**src/rtl/sip_pkg.sv**
```systemverilog
package sip_pkg;

    localparam int LANES  = 16;
    localparam int PIX_W  = 12;
    localparam int ROW_W  = 8;
    localparam int COL_W  = 6;
    localparam int WORD_W = LANES * PIX_W;

    typedef logic [PIX_W-1:0] pix_t;
    typedef pix_t [LANES-1:0] lanes_t;   // lane 0 in the lowest bits

    typedef enum logic [1:0] {
        XM_NOP0  = 2'b00,
        XM_NOP1  = 2'b01,
        XM_WRITE = 2'b10,
        XM_NOP3  = 2'b11
    } xmode_e;

    typedef struct packed {
        logic [ROW_W-1:0] row;
        logic [COL_W-1:0] col;
        lanes_t           data;
    } wr_req_t;

    function automatic logic mode_is_write(input logic [1:0] m);
        return xmode_e'(m) == XM_WRITE;
    endfunction

endpackage

```
**src/rtl/sip_edge_det.sv**
```systemverilog
module sip_edge_det #(
    parameter bit RISE = 1'b1
) (
    input  logic clk,
    input  logic sig,
    output logic edge_o
);
    logic prev;

    // The previous value simply follows the input, so no edge is seen out of reset.
    always_ff @(posedge clk) begin
        prev <= sig;
    end

    generate
        if (RISE) begin : g_rise
            assign edge_o = sig & ~prev;
        end else begin : g_fall
            assign edge_o = ~sig & prev;
        end
    endgenerate
endmodule

```
**src/rtl/sip_shift_chain.sv**
```systemverilog
module sip_shift_chain #(
    parameter int LANES = 16,
    parameter int PIX_W = 12,
    localparam int WORD_W = LANES * PIX_W
) (
    input  logic              clk,
    input  logic              rst,
    input  logic              shift_en,
    input  logic [PIX_W-1:0]  din,
    output logic [WORD_W-1:0] word_o
);
    logic [PIX_W-1:0] stage [LANES];

    // The newest sample enters the top stage and older samples move toward stage 0.
    generate
        for (genvar i = 0; i < LANES; i++) begin : g_stage
            if (i == LANES - 1) begin : g_top
                always_ff @(posedge clk) begin
                    if (rst)           stage[i] <= '0;
                    else if (shift_en) stage[i] <= din;
                end
            end else begin : g_mid
                always_ff @(posedge clk) begin
                    if (rst)           stage[i] <= '0;
                    else if (shift_en) stage[i] <= stage[i+1];
                end
            end
            assign word_o[i*PIX_W +: PIX_W] = stage[i];
        end
    endgenerate
endmodule

```
**src/rtl/sip_hold_latch.sv**
```systemverilog
module sip_hold_latch #(
    parameter int W = 192
) (
    input  logic         clk,
    input  logic         rst,
    input  logic         load,
    input  logic [W-1:0] d,
    output logic [W-1:0] q
);
    always_ff @(posedge clk) begin
        if (rst)       q <= '0;
        else if (load) q <= d;
    end
endmodule

```
**src/rtl/sip_write_port.sv**
```systemverilog
module sip_write_port
    import sip_pkg::*;
(
    input  logic             clk,
    input  logic             rst,
    input  logic             fire,
    input  logic [1:0]       mode,
    input  logic [ROW_W-1:0] row_in,
    input  logic [COL_W-1:0] col_in,
    input  lanes_t           data_in,
    output logic             wr_en,
    output wr_req_t          req_o
);
    logic    go;
    wr_req_t nxt;

    always_comb begin
        go       = fire && mode_is_write(mode);
        nxt.row  = row_in;
        nxt.col  = col_in;
        nxt.data = data_in;
    end

    always_ff @(posedge clk) begin
        if (rst) begin
            wr_en <= 1'b0;
            req_o <= '0;
        end else begin
            wr_en <= go;
            if (go) req_o <= nxt;
        end
    end
endmodule

```
**src/rtl/sip_top.sv**
```systemverilog
module sip_top
    import sip_pkg::*;
(
    input  logic              clk,
    input  logic              rst,
    input  logic              shift_clk,
    input  logic [PIX_W-1:0]  pix_in,
    input  logic              xfer_stb,
    input  logic              mem_stb,
    input  logic [1:0]        mode,
    input  logic [ROW_W-1:0]  row_in,
    input  logic [COL_W-1:0]  col_in,
    output logic              wr_en,
    output logic [ROW_W-1:0]  wr_row,
    output logic [COL_W-1:0]  wr_col,
    output logic [WORD_W-1:0] wr_data
);
    logic              shift_edge, xfer_edge, mem_edge;
    logic [WORD_W-1:0] chain_word;
    logic [WORD_W-1:0] latch_word;
    wr_req_t           req;

    sip_edge_det #(.RISE(1'b1)) u_shift_edge (.clk(clk), .sig(shift_clk), .edge_o(shift_edge));
    sip_edge_det #(.RISE(1'b0)) u_xfer_edge  (.clk(clk), .sig(xfer_stb),  .edge_o(xfer_edge));
    sip_edge_det #(.RISE(1'b1)) u_mem_edge   (.clk(clk), .sig(mem_stb),   .edge_o(mem_edge));

    sip_shift_chain #(.LANES(LANES), .PIX_W(PIX_W)) u_chain (
        .clk(clk), .rst(rst), .shift_en(shift_edge), .din(pix_in), .word_o(chain_word)
    );

    // The latch samples the registered chain, so a concurrent shift is not seen.
    sip_hold_latch #(.W(WORD_W)) u_latch (
        .clk(clk), .rst(rst), .load(xfer_edge), .d(chain_word), .q(latch_word)
    );

    sip_write_port u_wport (
        .clk(clk), .rst(rst), .fire(mem_edge), .mode(mode),
        .row_in(row_in), .col_in(col_in), .data_in(lanes_t'(latch_word)),
        .wr_en(wr_en), .req_o(req)
    );

    assign wr_row  = req.row;
    assign wr_col  = req.col;
    assign wr_data = req.data;
endmodule

```
**config.mk**
```make
export PLATFORM = sky130hd
export DESIGN_NAME = sip_top
export DESIGN_NICKNAME = d
export VERILOG_FILES = /design/src/rtl/sip_pkg.sv /design/src/rtl/sip_edge_det.sv /design/src/rtl/sip_shift_chain.sv /design/src/rtl/sip_hold_latch.sv /design/src/rtl/sip_write_port.sv /design/src/rtl/sip_top.sv
export SDC_FILE = /design/constraint.sdc
export NUM_CORES = 1
export LEC_CHECK = 0
export BUFFER_PORTS_ARGS = -buffer_cell sky130_fd_sc_hd__clkbuf_2
export CORE_ASPECT_RATIO = 0.6
export CORE_MARGIN = 5
export CORE_UTILIZATION = 62
export CTS_CLUSTER_DIAMETER = 120
export DETAILED_ROUTE_END_ITERATION = 8
export PLACE_DENSITY_LB_ADDON = 0.12
export SLEW_MARGIN = 20
export SYNTH_ARGS = -nofsm -noshare
export SYNTH_HDL_FRONTEND = slang
export SYNTH_SLANG_ARGS = --single-unit
```
**constraint.sdc**
```tcl
create_clock -name clk -period 13.3 [get_ports clk]
set_clock_uncertainty 0.1 [all_clocks]
set_input_delay 0.665 -clock clk [delete_from_list [all_inputs] [get_ports clk]]
set_output_delay 0.665 -clock clk [all_outputs]
set_load 0.1 [all_outputs]
```
# Yosys cells after proc, flatten, opt, wreduce, memory -nomap -nowiden
# Memories as Yosys holds them, arrays and structs flattened. A register that Yosys moved wholly into a read port is not among the register bits.
# Cells that the tools add are included.
[classes]
eq_ne = 1
n_reduce_logical = 1
mux = 21
n_bitwise = 22
[op_table]
columns = ["operator", "n"]
rows = [
  ["$mux 12", 16],
  ["$or 1x1->1", 16],
  ["$mux 1", 5],
  ["$and 1x1->1", 3],
  ["$not 1->1", 3],
  ["$eq 2x2->1 const B", 1],
  ["$logic_and 1x1->1", 1],
]
[word_totals]
output_inout_bits = 207
ramBits = 192
word_cells = 69
ff_bits = 402
in_bits = 33
n_memories = 1
[mem_list]
columns = ["memory", "words", "width", "rd", "rd_clocked_by_memory_dff", "write_ports", "line", "rtl"]
rows = [
  ["u_chain.stage", 16, 12, 16, 1, 16, "sip_shift_chain.sv:12", "logic [PIX_W-1:0] stage [LANES];"],
]

# Longest topological paths before layout
[logic_depth]
depth_word = 6
ltp_mapped = 6

# Hierarchy
# From an unflattened synthesis, not the netlist that was laid out.
[hier_totals]
cells_unflattened = 1948
hier_area_um2 = 24138.2
[by_module_without_submodules]
columns = ["module", "area_per_inst_um2", "n_inst", "cells_per_inst"]
rows = [
  ["sip_write_port", 9188.8, 1, 896],
  ["sip_shift_chain", 7847.5, 1, 427],
  ["sip_hold_latch", 7000.5, 1, 619],
  ["sip_edge_det", 33.8, 3, 2],
]

# Worst setup path after synthesis
# Ideal clock, no wire load.
[synth_path]
kind = "in2reg"
from = "in rst"
to = "mem u_chain.stage[0][0], enable pin"
t_required_ns = 12.613
n_path_buf = 3
path_stages = 4
path_slack_ns = 6.613
arrival_ns = 6.000
path_cell_list = "clkbuf_1 -> clkbuf_1 -> buf_2 -> nand2b_1"
[synth_lines]
columns = ["element", "line", "rtl"]
rows = [
  ["start, declared", "sip_top.sv:5", "input logic rst,"],
  ["end, declared", "sip_shift_chain.sv:12", ""],
]

# Worst setup path after layout
[layout_path]
from = "reg u_xfer_edge.prev"
to = "reg u_latch.q[176] (read register of u_chain.stage)"
[layout_between]
elab_chain_cells = 1
[layout_lines]
columns = ["element", "line", "rtl"]
rows = [
  ["start, declared", "sip_edge_det.sv:8", "logic prev;"],
  ["start signal, assigned", "sip_edge_det.sv:12", "prev <= sig;"],
  ["$and 1x1->1", "sip_edge_det.sv:19", "assign edge_o = ~sig & prev;"],
  ["end, declared", "sip_hold_latch.sv:8", "output logic [W-1:0] q"],
]
# No other way between the ends.
# A chain may end at the register's enable or synchronous reset.

==> reports/results.ini <==
[routing]
avgViaCountPerCell=5.31
num_vias=14838
wl_per_cell_um=16.8
drc_errors=0
routed_wl_mm=46.8
ant_nets=0
drt_iter0_markers=1355
drt_first_pass_iters=5

[pwr]
p_seq_share_pct=55.6
clkPwrFrac_pct=40.3
combPwrFrac_pct=4.0
powerDensity_mw_per_mm2=150
power_leakage_nw=8.77
sw_frac_of_total_pct=21.9
switchingPower_w=0.000776
p_int_w=0.00276
peakVddDrop_mv=0.0911

[layout]
final_common_cell=nand2_1
nets=2327
area_growth_pct=13.2
layout_common_cells=nand2_1, dfxtp_1, a21oi_1
register_area_mm2=0.0138
multiInputGateArea_mm2=0.00629
fillCellCount=2633
drive_above_1_share_pct=14.1
fin_util_pct=70.6

[critical_path]
cp.required_ns=13.68
crit_chain=nand2b_4 > buf_4 > buf_4 > nand2_1 > a21oi_1
arrival_ns=3.26
cp_slowest_cell=buf_4
worst_path_most_repeated_cell=buf_4
critPathKind=reg2reg
crit_fanout=97
crit_path_start_kind=flip-flop
end_kind=flip-flop
slowest_delay_ns=0.92

[place]
dpl.hpwl_mm=29.0
gp_congestion=0.810
port_buffers=239

[cts]
cts_hold_buf=0
cts.sinks=594
cts_inserted_buffers=50
ctsResizeCount=0
cts_setup_buffers=0
cts.clk_slew.worst_paths_ns=0.06
h-tree-depth=2
clk_latency_ns=0.57
cts_root_buf=clkbuf_16
cts_tree=built
clock_path_buffers=3

[floorplanning]
dieHeight_um=152
rows=52
die_x_um=247
start_util_pct=62.3
die_area_mm2=0.0375
pin_count=240
core_area_mm2=0.0334

[sta]
rsz0062_at_grt=false
finalCritPeriodShare_pct=21.7
worst_slew_pin_slew_ns=1.10
fin_tns_setup_ns=0
relSlewSlack_pct=26.5
slew_violations=0
setup_viol=0
hold_viol_final=0
fmax_mhz=347
min_period_ns=2.88

[logic_synthesis]
yosysUniqueCellTypes=16
seq_area_frac_synth_pct=66.3
yosys_warnings=0
avgSynthCellArea_um2=9.73
syn_inst=2142
syn_nets=2175
yosys_register_bits=594
syn-cell-area_mm2=0.0208

[global_route]
overflow=0
grt_start_max_net_pins=124
grt_usage_pct=24.3
grt_pass1_vias=13919
antenna_found_initial=0
grt_pass1_wl_mm=74.9

[worst_hold_path]
min_path_type=in2reg

[run_status]
status=completed

[job]
cap_violations=0

## final cells by class
class / count / area share (%)
flip-flops and latches: 594 / 58.5
multi-input cells: 1394 / 26.6
clock buffers: 83 / 6.45
repair buffers: 254 / 5.64
well taps: 459 / 2.43
clock inverters: 9 / 0.292
diodes: 1 / 0.0106
## Yosys cell counts
cell | number | share of area [%]
nand2_1 | 796 | 14
dfxtp_1 | 402 | 39
a21oi_1 | 398 | 9.6
and2_1 | 192 | 5.8
edfxtp_1 | 192 | 28
buf_2 | 64 | 1.5
clkbuf_1 | 61 | 1.1
buf_6 | 13 | 0.70
clkbuf_2 | 8 | 0.19
buf_4 | 6 | 0.22
nand2b_1 | 3 | 0.090
buf_1 | 2 | 0.036
nor2_1 | 2 | 0.036
and4bb_1 | 1 | 0.060
nand4bb_1 | 1 | 0.054
nor2b_1 | 1 | 0.030
## layer usage
layer,vias to the layer above,share of wire (%),track usage [%]
met1,7107,48,38.0
met3,65,6.3,4.95
met2,409,44,35.0
met5,-,0,0
li1,7257,-,-
met4,0,2.1,5.95
## path summary, 6_finish.rpt
kind                                                  from                        endpoint  slack (ns)  depth (start not counted)
worst max-delay path              u_xfer_edge.prev$_DFF_P_     u_latch.q[176]$_SDFFE_PP0P_       10.42                          5
worst min-delay path                             shift_clk       u_shift_edge.prev$_DFF_P_        0.14                          1
worst max register to register    u_xfer_edge.prev$_DFF_P_     u_latch.q[176]$_SDFFE_PP0P_       10.42                          5
worst min register to register  u_latch.q[39]$_SDFFE_PP0P_  u_wport.req_o[39]$_SDFFE_PP0P_        0.35                          2
## metrics by stage
stage	hold WS, ns	cell area, um^2	std cells	power [W]	worst slack (ns)
floorplan	0.332	20800	2142	0.00211	6.61
CTS	0.113	23600	2793	0.00356	10.42
detailed placement	0.341	22000	2701	0.00215	9.90
global route	0.118	23600	2793	0.00366	10.17
finish	0.143	23600	2794	0.00354	10.42
global placement	0.338	22000	2701	0.00215	10.0
## flip-flops by register name, indices dropped and copies added, names as in the netlist
register           count
u_wport.req_o        206
u_chain.stage        192
u_latch.q            192
u_mem_edge.prev        1
u_shift_edge.prev      1
u_wport.wr_en          1
u_xfer_edge.prev       1
## power by group through the flow
stage                     Clock [W]  Sequential, W  Combinational, W
final                       0.00143        0.00197          0.000143
after global routing        0.00153        0.00197          0.000157
after CTS                   0.00145        0.00197          0.000143
after detailed placement          0        0.00201          0.000142
after global placement            0        0.00201          0.000139
after floorplan                   0        0.00202         0.0000901
## worst max-delay path: cells and delay by family (launching register included)
kind                   cells  cell delay [ns]
AO/OA/AOI/OAI              1             0.18
flip-flops                 1             0.34
AND/OR/NAND/NOR            2             0.49
buffers and inverters      2             1.60
## cell families after synthesis
family / Yosys count / share of synthesized area, %
flops: 594 / 66.3
compound gates: 398 / 9.56
simple gates: 996 / 20.4
buf+inv: 154 / 3.78
Power figures use the tool's default switching activity.
